## src/rtl/dimtm_pkg.sv

```systemverilog
package dimtm_pkg;

  // Stepped on-time curve for the analog source, in ticks per half.
  function automatic int unsigned step_to_ticks(input int unsigned s);
    int unsigned t;
    if (s == 0)       t = 0;
    else if (s <= 12) t = s + 12;
    else if (s <= 26) t = 2 * s;
    else if (s <= 36) t = 4 * s - 48;
    else if (s <= 48) t = 8 * s - 192;
    else if (s <= 52) t = 16 * s - 576;
    else              t = 256;
    return t;
  endfunction

endpackage

```

## src/rtl/dimtm_tick_gen.sv

```systemverilog
module dimtm_tick_gen #(
  parameter int CLK_PER_TICK = 4,
  parameter int POS_W        = 12
) (
  input  logic             clk,
  input  logic             rst_n,
  output logic             tick_o,
  output logic [POS_W-1:0] pos_o
);
  localparam int PRE_W = (CLK_PER_TICK > 1) ? $clog2(CLK_PER_TICK) : 1;

  logic [PRE_W-1:0] pre_q, pre_d;
  logic [POS_W-1:0] pos_q, pos_d;

  assign tick_o = (pre_q == PRE_W'(CLK_PER_TICK - 1));

  always_comb begin
    pre_d = tick_o ? '0 : pre_q + PRE_W'(1);
    pos_d = tick_o ? pos_q + POS_W'(1) : pos_q;
  end

  always_ff @(posedge clk or negedge rst_n) begin
    if (!rst_n) begin
      pre_q <= '0;
      pos_q <= '0;
    end else begin
      pre_q <= pre_d;
      pos_q <= pos_d;
    end
  end

  assign pos_o = pos_q;
endmodule

```

## src/rtl/dimtm_duty_sel.sv

```systemverilog
module dimtm_duty_sel #(
  parameter int DIG_W   = 11,
  parameter int STEP_W  = 6,
  parameter int WIDTH_W = 12,
  parameter int FULL_ON = 2032
) (
  input  logic               clk,
  input  logic               rst_n,
  input  logic               load_i,
  input  logic               night_i,
  input  logic               dig_sel_i,
  input  logic [DIG_W-1:0]   dig_level_i,
  input  logic [STEP_W-1:0]  ana_step_i,
  output logic [WIDTH_W-1:0] width_o
);
  import dimtm_pkg::*;

  localparam logic [WIDTH_W-1:0] FULL_W = WIDTH_W'(FULL_ON);

  logic [WIDTH_W-1:0] dig_w, ana_w, target, width_q, width_d;

  always_comb begin
    dig_w = WIDTH_W'(dig_level_i);
    if (dig_w > FULL_W) dig_w = FULL_W;
    ana_w = WIDTH_W'(step_to_ticks(int'(ana_step_i)));
    if (!night_i)       target = FULL_W;
    else if (dig_sel_i) target = dig_w;
    else                target = ana_w;
    width_d = load_i ? target : width_q;
  end

  always_ff @(posedge clk or negedge rst_n) begin
    if (!rst_n) width_q <= FULL_W;
    else        width_q <= width_d;
  end

  assign width_o = width_q;
endmodule

```

## src/rtl/dimtm_drive.sv

```systemverilog
module dimtm_drive #(
  parameter int SEG_W      = 30,
  parameter int POS_W      = 12,
  parameter int WIDTH_W    = 12,
  parameter int HALF_TICKS = 2048,
  parameter int SEG_TAIL   = 10
) (
  input  logic [POS_W-1:0]   pos_i,
  input  logic [WIDTH_W-1:0] width_i,
  input  logic [SEG_W-1:0]   word1_i,
  input  logic [SEG_W-1:0]   word2_i,
  input  logic               test_ni,
  output logic               grid1_no,
  output logic               grid2_no,
  output logic [SEG_W-1:0]   seg_o,
  output logic               pwm_o
);
  localparam int HP_W = POS_W - 1;
  localparam logic [HP_W-1:0] SEG_END = HP_W'(HALF_TICKS - SEG_TAIL);

  logic            second;
  logic [HP_W-1:0] hp;
  logic            lit, seg_live;

  always_comb begin
    second   = pos_i[POS_W-1];
    hp       = pos_i[HP_W-1:0];
    lit      = ({1'b0, hp} < width_i);
    seg_live = (hp < SEG_END);
    pwm_o    = lit;
    if (!test_ni) begin
      grid1_no = 1'b0;
      grid2_no = 1'b0;
      seg_o    = '1;
    end else begin
      grid1_no = !(lit && !second);
      grid2_no = !(lit && second);
      seg_o    = seg_live ? (second ? word2_i : word1_i) : '0;
    end
  end
endmodule

```

## src/rtl/duplex_dim_timer.sv

```systemverilog
module duplex_dim_timer #(
  parameter int CLK_PER_TICK = 4,
  parameter int HALF_TICKS   = 2048,
  parameter int GUARD        = 16,
  parameter int SEG_LEAD     = 6,
  parameter int SEG_W        = 30,
  parameter int DIG_W        = 11,
  parameter int STEP_W       = 6
) (
  input  logic              clk_i,
  input  logic              rst_ni,
  input  logic              night_i,
  input  logic              dig_sel_i,
  input  logic [DIG_W-1:0]  dig_level_i,
  input  logic [STEP_W-1:0] ana_step_i,
  input  logic              test_ni,
  input  logic [SEG_W-1:0]  seg_word1_i,
  input  logic [SEG_W-1:0]  seg_word2_i,
  output logic              grid1_no,
  output logic              grid2_no,
  output logic [SEG_W-1:0]  seg_o,
  output logic              pwm_o
);
  localparam int POS_W    = $clog2(HALF_TICKS) + 1;
  localparam int WIDTH_W  = POS_W;
  localparam int FULL_ON  = HALF_TICKS - GUARD;
  localparam int SEG_TAIL = GUARD - SEG_LEAD;

  // Reset: asserted asynchronously, released on the clock.
  logic rst_s1, rst_sync;
  always_ff @(posedge clk_i or negedge rst_ni) begin
    if (!rst_ni) begin
      rst_s1   <= 1'b0;
      rst_sync <= 1'b0;
    end else begin
      rst_s1   <= 1'b1;
      rst_sync <= rst_s1;
    end
  end

  logic               tick;
  logic [POS_W-1:0]   pos;
  logic [WIDTH_W-1:0] width_q;
  logic               frame_end;

  dimtm_tick_gen #(.CLK_PER_TICK(CLK_PER_TICK), .POS_W(POS_W)) u_tick (
    .clk(clk_i), .rst_n(rst_sync), .tick_o(tick), .pos_o(pos)
  );

  assign frame_end = tick && (pos == '1);

  dimtm_duty_sel #(
    .DIG_W(DIG_W), .STEP_W(STEP_W), .WIDTH_W(WIDTH_W), .FULL_ON(FULL_ON)
  ) u_duty (
    .clk(clk_i), .rst_n(rst_sync), .load_i(frame_end),
    .night_i(night_i), .dig_sel_i(dig_sel_i),
    .dig_level_i(dig_level_i), .ana_step_i(ana_step_i),
    .width_o(width_q)
  );

  dimtm_drive #(
    .SEG_W(SEG_W), .POS_W(POS_W), .WIDTH_W(WIDTH_W),
    .HALF_TICKS(HALF_TICKS), .SEG_TAIL(SEG_TAIL)
  ) u_drive (
    .pos_i(pos), .width_i(width_q), .word1_i(seg_word1_i), .word2_i(seg_word2_i),
    .test_ni(test_ni), .grid1_no(grid1_no), .grid2_no(grid2_no),
    .seg_o(seg_o), .pwm_o(pwm_o)
  );
endmodule

```

## config.mk

```make
export PLATFORM = sky130hd
export DESIGN_NAME = duplex_dim_timer
export DESIGN_NICKNAME = d
export VERILOG_FILES = /design/src/rtl/dimtm_pkg.sv /design/src/rtl/dimtm_tick_gen.sv /design/src/rtl/dimtm_duty_sel.sv /design/src/rtl/dimtm_drive.sv /design/src/rtl/duplex_dim_timer.sv
export SDC_FILE = /design/constraint.sdc
export NUM_CORES = 1
export LEC_CHECK = 0
export BUFFER_PORTS_ARGS = -buffer_cell sky130_fd_sc_hd__buf_2
export CORE_MARGIN = 2
export CORE_UTILIZATION = 44
export CTS_BUF_LIST = sky130_fd_sc_hd__clkbuf_8 sky130_fd_sc_hd__clkbuf_16
export CTS_CLUSTER_SIZE = 30
export DETAILED_ROUTE_END_ITERATION = 8
export PLACE_DENSITY_LB_ADDON = 0.15
export REMOVE_ABC_BUFFERS = 1
export SLEW_MARGIN = 15
export SYNTH_ARGS = -nofsm -noshare
export SYNTH_HDL_FRONTEND = slang
export SYNTH_SLANG_ARGS = --single-unit
```

## constraint.sdc

```tcl
create_clock -name clk_i -period 2 [get_ports clk_i]
set_input_delay 0.4 -clock clk_i [delete_from_list [all_inputs] [get_ports clk_i]]
set_output_delay 0.4 -clock clk_i [all_outputs]
set_load 0.05 [all_outputs]
```

==> impl_metrics.json <==
{
  "ios": 115,
  "tns_ns": -8.68,
  "status": "finished with violations",
  "netlist_instances": 309,
  "finalPower_mw": 1.57,
  "cap_violations": 0,
  "cts_made_buffers": 3,
  "synth_top_family_by_area": "compound AO/OA/AOI/OAI gates",
  "synth_fa_ha_area_share_pct": 10.4,
  "critical_path_arrival_ns": 2.20,
  "peakVddDrop_uv": 270,
  "final_hold_viol_count": 0,
  "dr.pass1.iters": 4,
  "fin_ws_ns": -0.603,
  "muxShareOfSynthArea_pct": 12.1,
  "ys_warn_count": 0,
  "initial_utilization_pct": 45.3,
  "ys_seq_area_share_pct": 26.8,
  "async_flop_share_pct": 100,
  "drt_iter0_markers": 135,
  "ys_ff_latch": 28,
  "timing_worst_setup_path_type": "flip-flop to output pin",
  "die-area_um2": 6650,
  "synthSimpleGateAreaFrac_pct": 15.2,
  "path_cells": "inv_2, ha_4, o21a_1, o21ai_2, a31oi_1, o31ai_2, a21boi_1, buf_4",
  "yosys.area.top_type": "dfrtp_1",
  "cp_max_fo": 3,
  "fin_hold_ws_ns": 0.224,
  "grt_start_max_net_pins": 33,
  "crit_family": "compound AO/OA/AOI/OAI gates",
  "ff2ff_path_depth": 8,
  "die_height_um": 81.6,
  "slew_violations": 0,
  "critPathRequiredTime_ns": 1.60,
  "gp_congestion": 0.901,
  "synthDistinctLibCells": 57,
  "final_antenna_net_count": 0,
  "fmax_mhz": 384,
  "core_um2": 5850,
  "antenna_found_initial": 0,
  "leakagePower_nw": 2.06,
  "rsz0062_at_grt": "yes",
  "cts_root_buf": "clkbuf_8",
  "first_global_vias": 2853,
  "clkTransAtPathRegs_ns": 0.10,
  "synth_edf_count": 0,
  "fin_crit_ns": 2.60,
  "final_common_cell": "buf_2",
  "layout_common_cells": "80 x buf_2, 66 x buf_4, 35 x buf_6",
  "die_w_um": 81.6,
  "num_rows": 28,
  "start_kind": "flip-flop",
  "diodes": 0,
  "powerDensity_nw_per_um2": 346,
  "drive_gt1_share_pct": 52.9,
  "clkLatencyLatePin_ns": 0.28,
  "wirelength_um": 9960,
  "synth_compound_area_share_pct": 23.5,
  "path_buf_inv": 2,
  "synthFlopType": "dfrtp_1",
  "io_buffers": 114,
  "relSlewSlack_pct": 10.4,
  "synth_top_area_share_pct": 19.8,
  "synthTopCellsByArea": "dfrtp_1 20%, mux2i_1 12%, ha_1 10%",
  "via_per_inst": 5.59,
  "violations": "setup timing",
  "tightest_slew_ns": 1.34,
  "grt_first_pass_wirelength_um": 13800,
  "crit_path_end_kind": "output pin",
  "syn_area_per_cell_um2": 8.57,
  "slowest_stage": "dfstp_2",
  "wl_per_cell_um": 17.9,
  "crit_cells": 8,
  "cts_tree": "built",
  "numClockSinks": 28,
  "grt.overflow.total": 0,
  "period_share_pct": 130,
  "setup_viol": 33,
  "htree_levels": 1,
  "drc": 0,
  "hold_path_class": "flip-flop to asynchronous set/reset pin",
  "slowest_delay_ns": 0.55,
  "area_delta_synth_final_pct": 71.6,
  "finClkSkew_ns": 0.0117,
  "grtUsageTotal_pct": 26.4,
  "dp_hpwl_um": 6490,
  "synth-xor-area-share_pct": 4.63,
  "via_count": 3112,
  "nets": 587,
  "clockBufferDepth": 2,
  "netlist_area_um2": 2650
}
==> layout make-up <==
cell class	count	area, um^2
fillers	391	1310
inverters	18	70.1
clock buffers	4	55.1
repair buffers	187	1400
flip-flops and latches	28	709
well taps	75	93.8
multi-input cells	245	2210
==> state kept, by name, indices dropped and copies added, names as in the netlist <==
| name | count |
|---|---|
| rst_s1 | 1 |
| u_tick.pos_o | 12 |
| u_duty.width_o | 12 |
| rst_sync | 1 |
| u_tick.pre_q | 2 |
==> power by group <==
part | internal, mW | switching [mW] | leakage [nW]
Combinational | 0.276 | 0.361 | 1.69
Clock | 0.176 | 0.177 | 0.0288
Sequential | 0.577 | 0.00375 | 0.342
==> synth_stat cells (all sizes together) (3+ instances only) <==
library cell  count
o21ai            43
mux2i            31
nand2            24
ha               22
dfrtp            21
inv              18
nor2             17
a21oi            13
xnor2            12
clkbuf            9
buf               8
nand4             8
dfstp             7
a31oi             6
nand3             6
o211ai            6
a211oi            4
nand2b            4
and3              3
nor3b             3
o31ai             3
==> routing by layer <==
metal	GRT usage [%]	wire (um)
met1	35.0	4020
met2	48.4	5250
met3	2.20	486
met4	2.50	209
met5	0	0
==> per-stage QoR <==
stage / utilization [%] / area (um^2) / setup slack (ns) / std cells
floorplan: - / 2520 / -1.86 / 291
global placement: 62.3 / 3650 / -0.372 / 540
detailed placement: 62.3 / 3650 / -0.508 / 540
CTS: 72.7 / 4250 / -0.593 / 553
global route: 77.7 / 4540 / -0.735 / 557
finish: 77.7 / 4540 / -0.603 / 557
==> timing repair <==
action | 4_1_cts | 5_1_grt
gates resized for setup | 153 | 46
endpoints found under the setup margin | 33 | 42
cloned | 3 | 0
endpoints found under the hold margin | 2 | 0
hold buffers | 1 | 0
setup buffers | 7 | 6
pin swaps | 36 | 11
==> final timing paths <==
kind                                               start                             to  slack [ns]
setup / recovery           u_duty.width_o[8]$_DFFE_PN1P_                       grid2_no       -0.60
hold / removal                        rst_sync$_DFF_PN0_    u_tick.pos_o[5]$_DFFE_PN0P_        0.22
max in group asynchronous             rst_sync$_DFF_PN0_  u_duty.width_o[4]$_DFFE_PN1P_        1.46
hold reg to reg                       rst_sync$_DFF_PN0_    u_tick.pos_o[5]$_DFFE_PN0P_        0.22
min in group clk_i                      rst_s1$_DFF_PN0_             rst_sync$_DFF_PN0_        0.37
setup reg to reg             u_tick.pos_o[1]$_DFFE_PN0P_  u_duty.width_o[4]$_DFFE_PN1P_        0.14
==> logic make-up (layout without fill, tap and decap cells) <==
| group | Yosys count | in the layout |
|---|---|---|
| simple gates | 78 | 78 |
| compound gates | 98 | 98 |
| mux | 32 | 32 |
| xor+xnor | 14 | 14 |
| flops | 28 | 28 |
| buf+inv | 36 | 209 |
| other cells | 1 | 1 |
| fa+ha+maj | 22 | 22 |
Power figures use the tool's default switching activity.
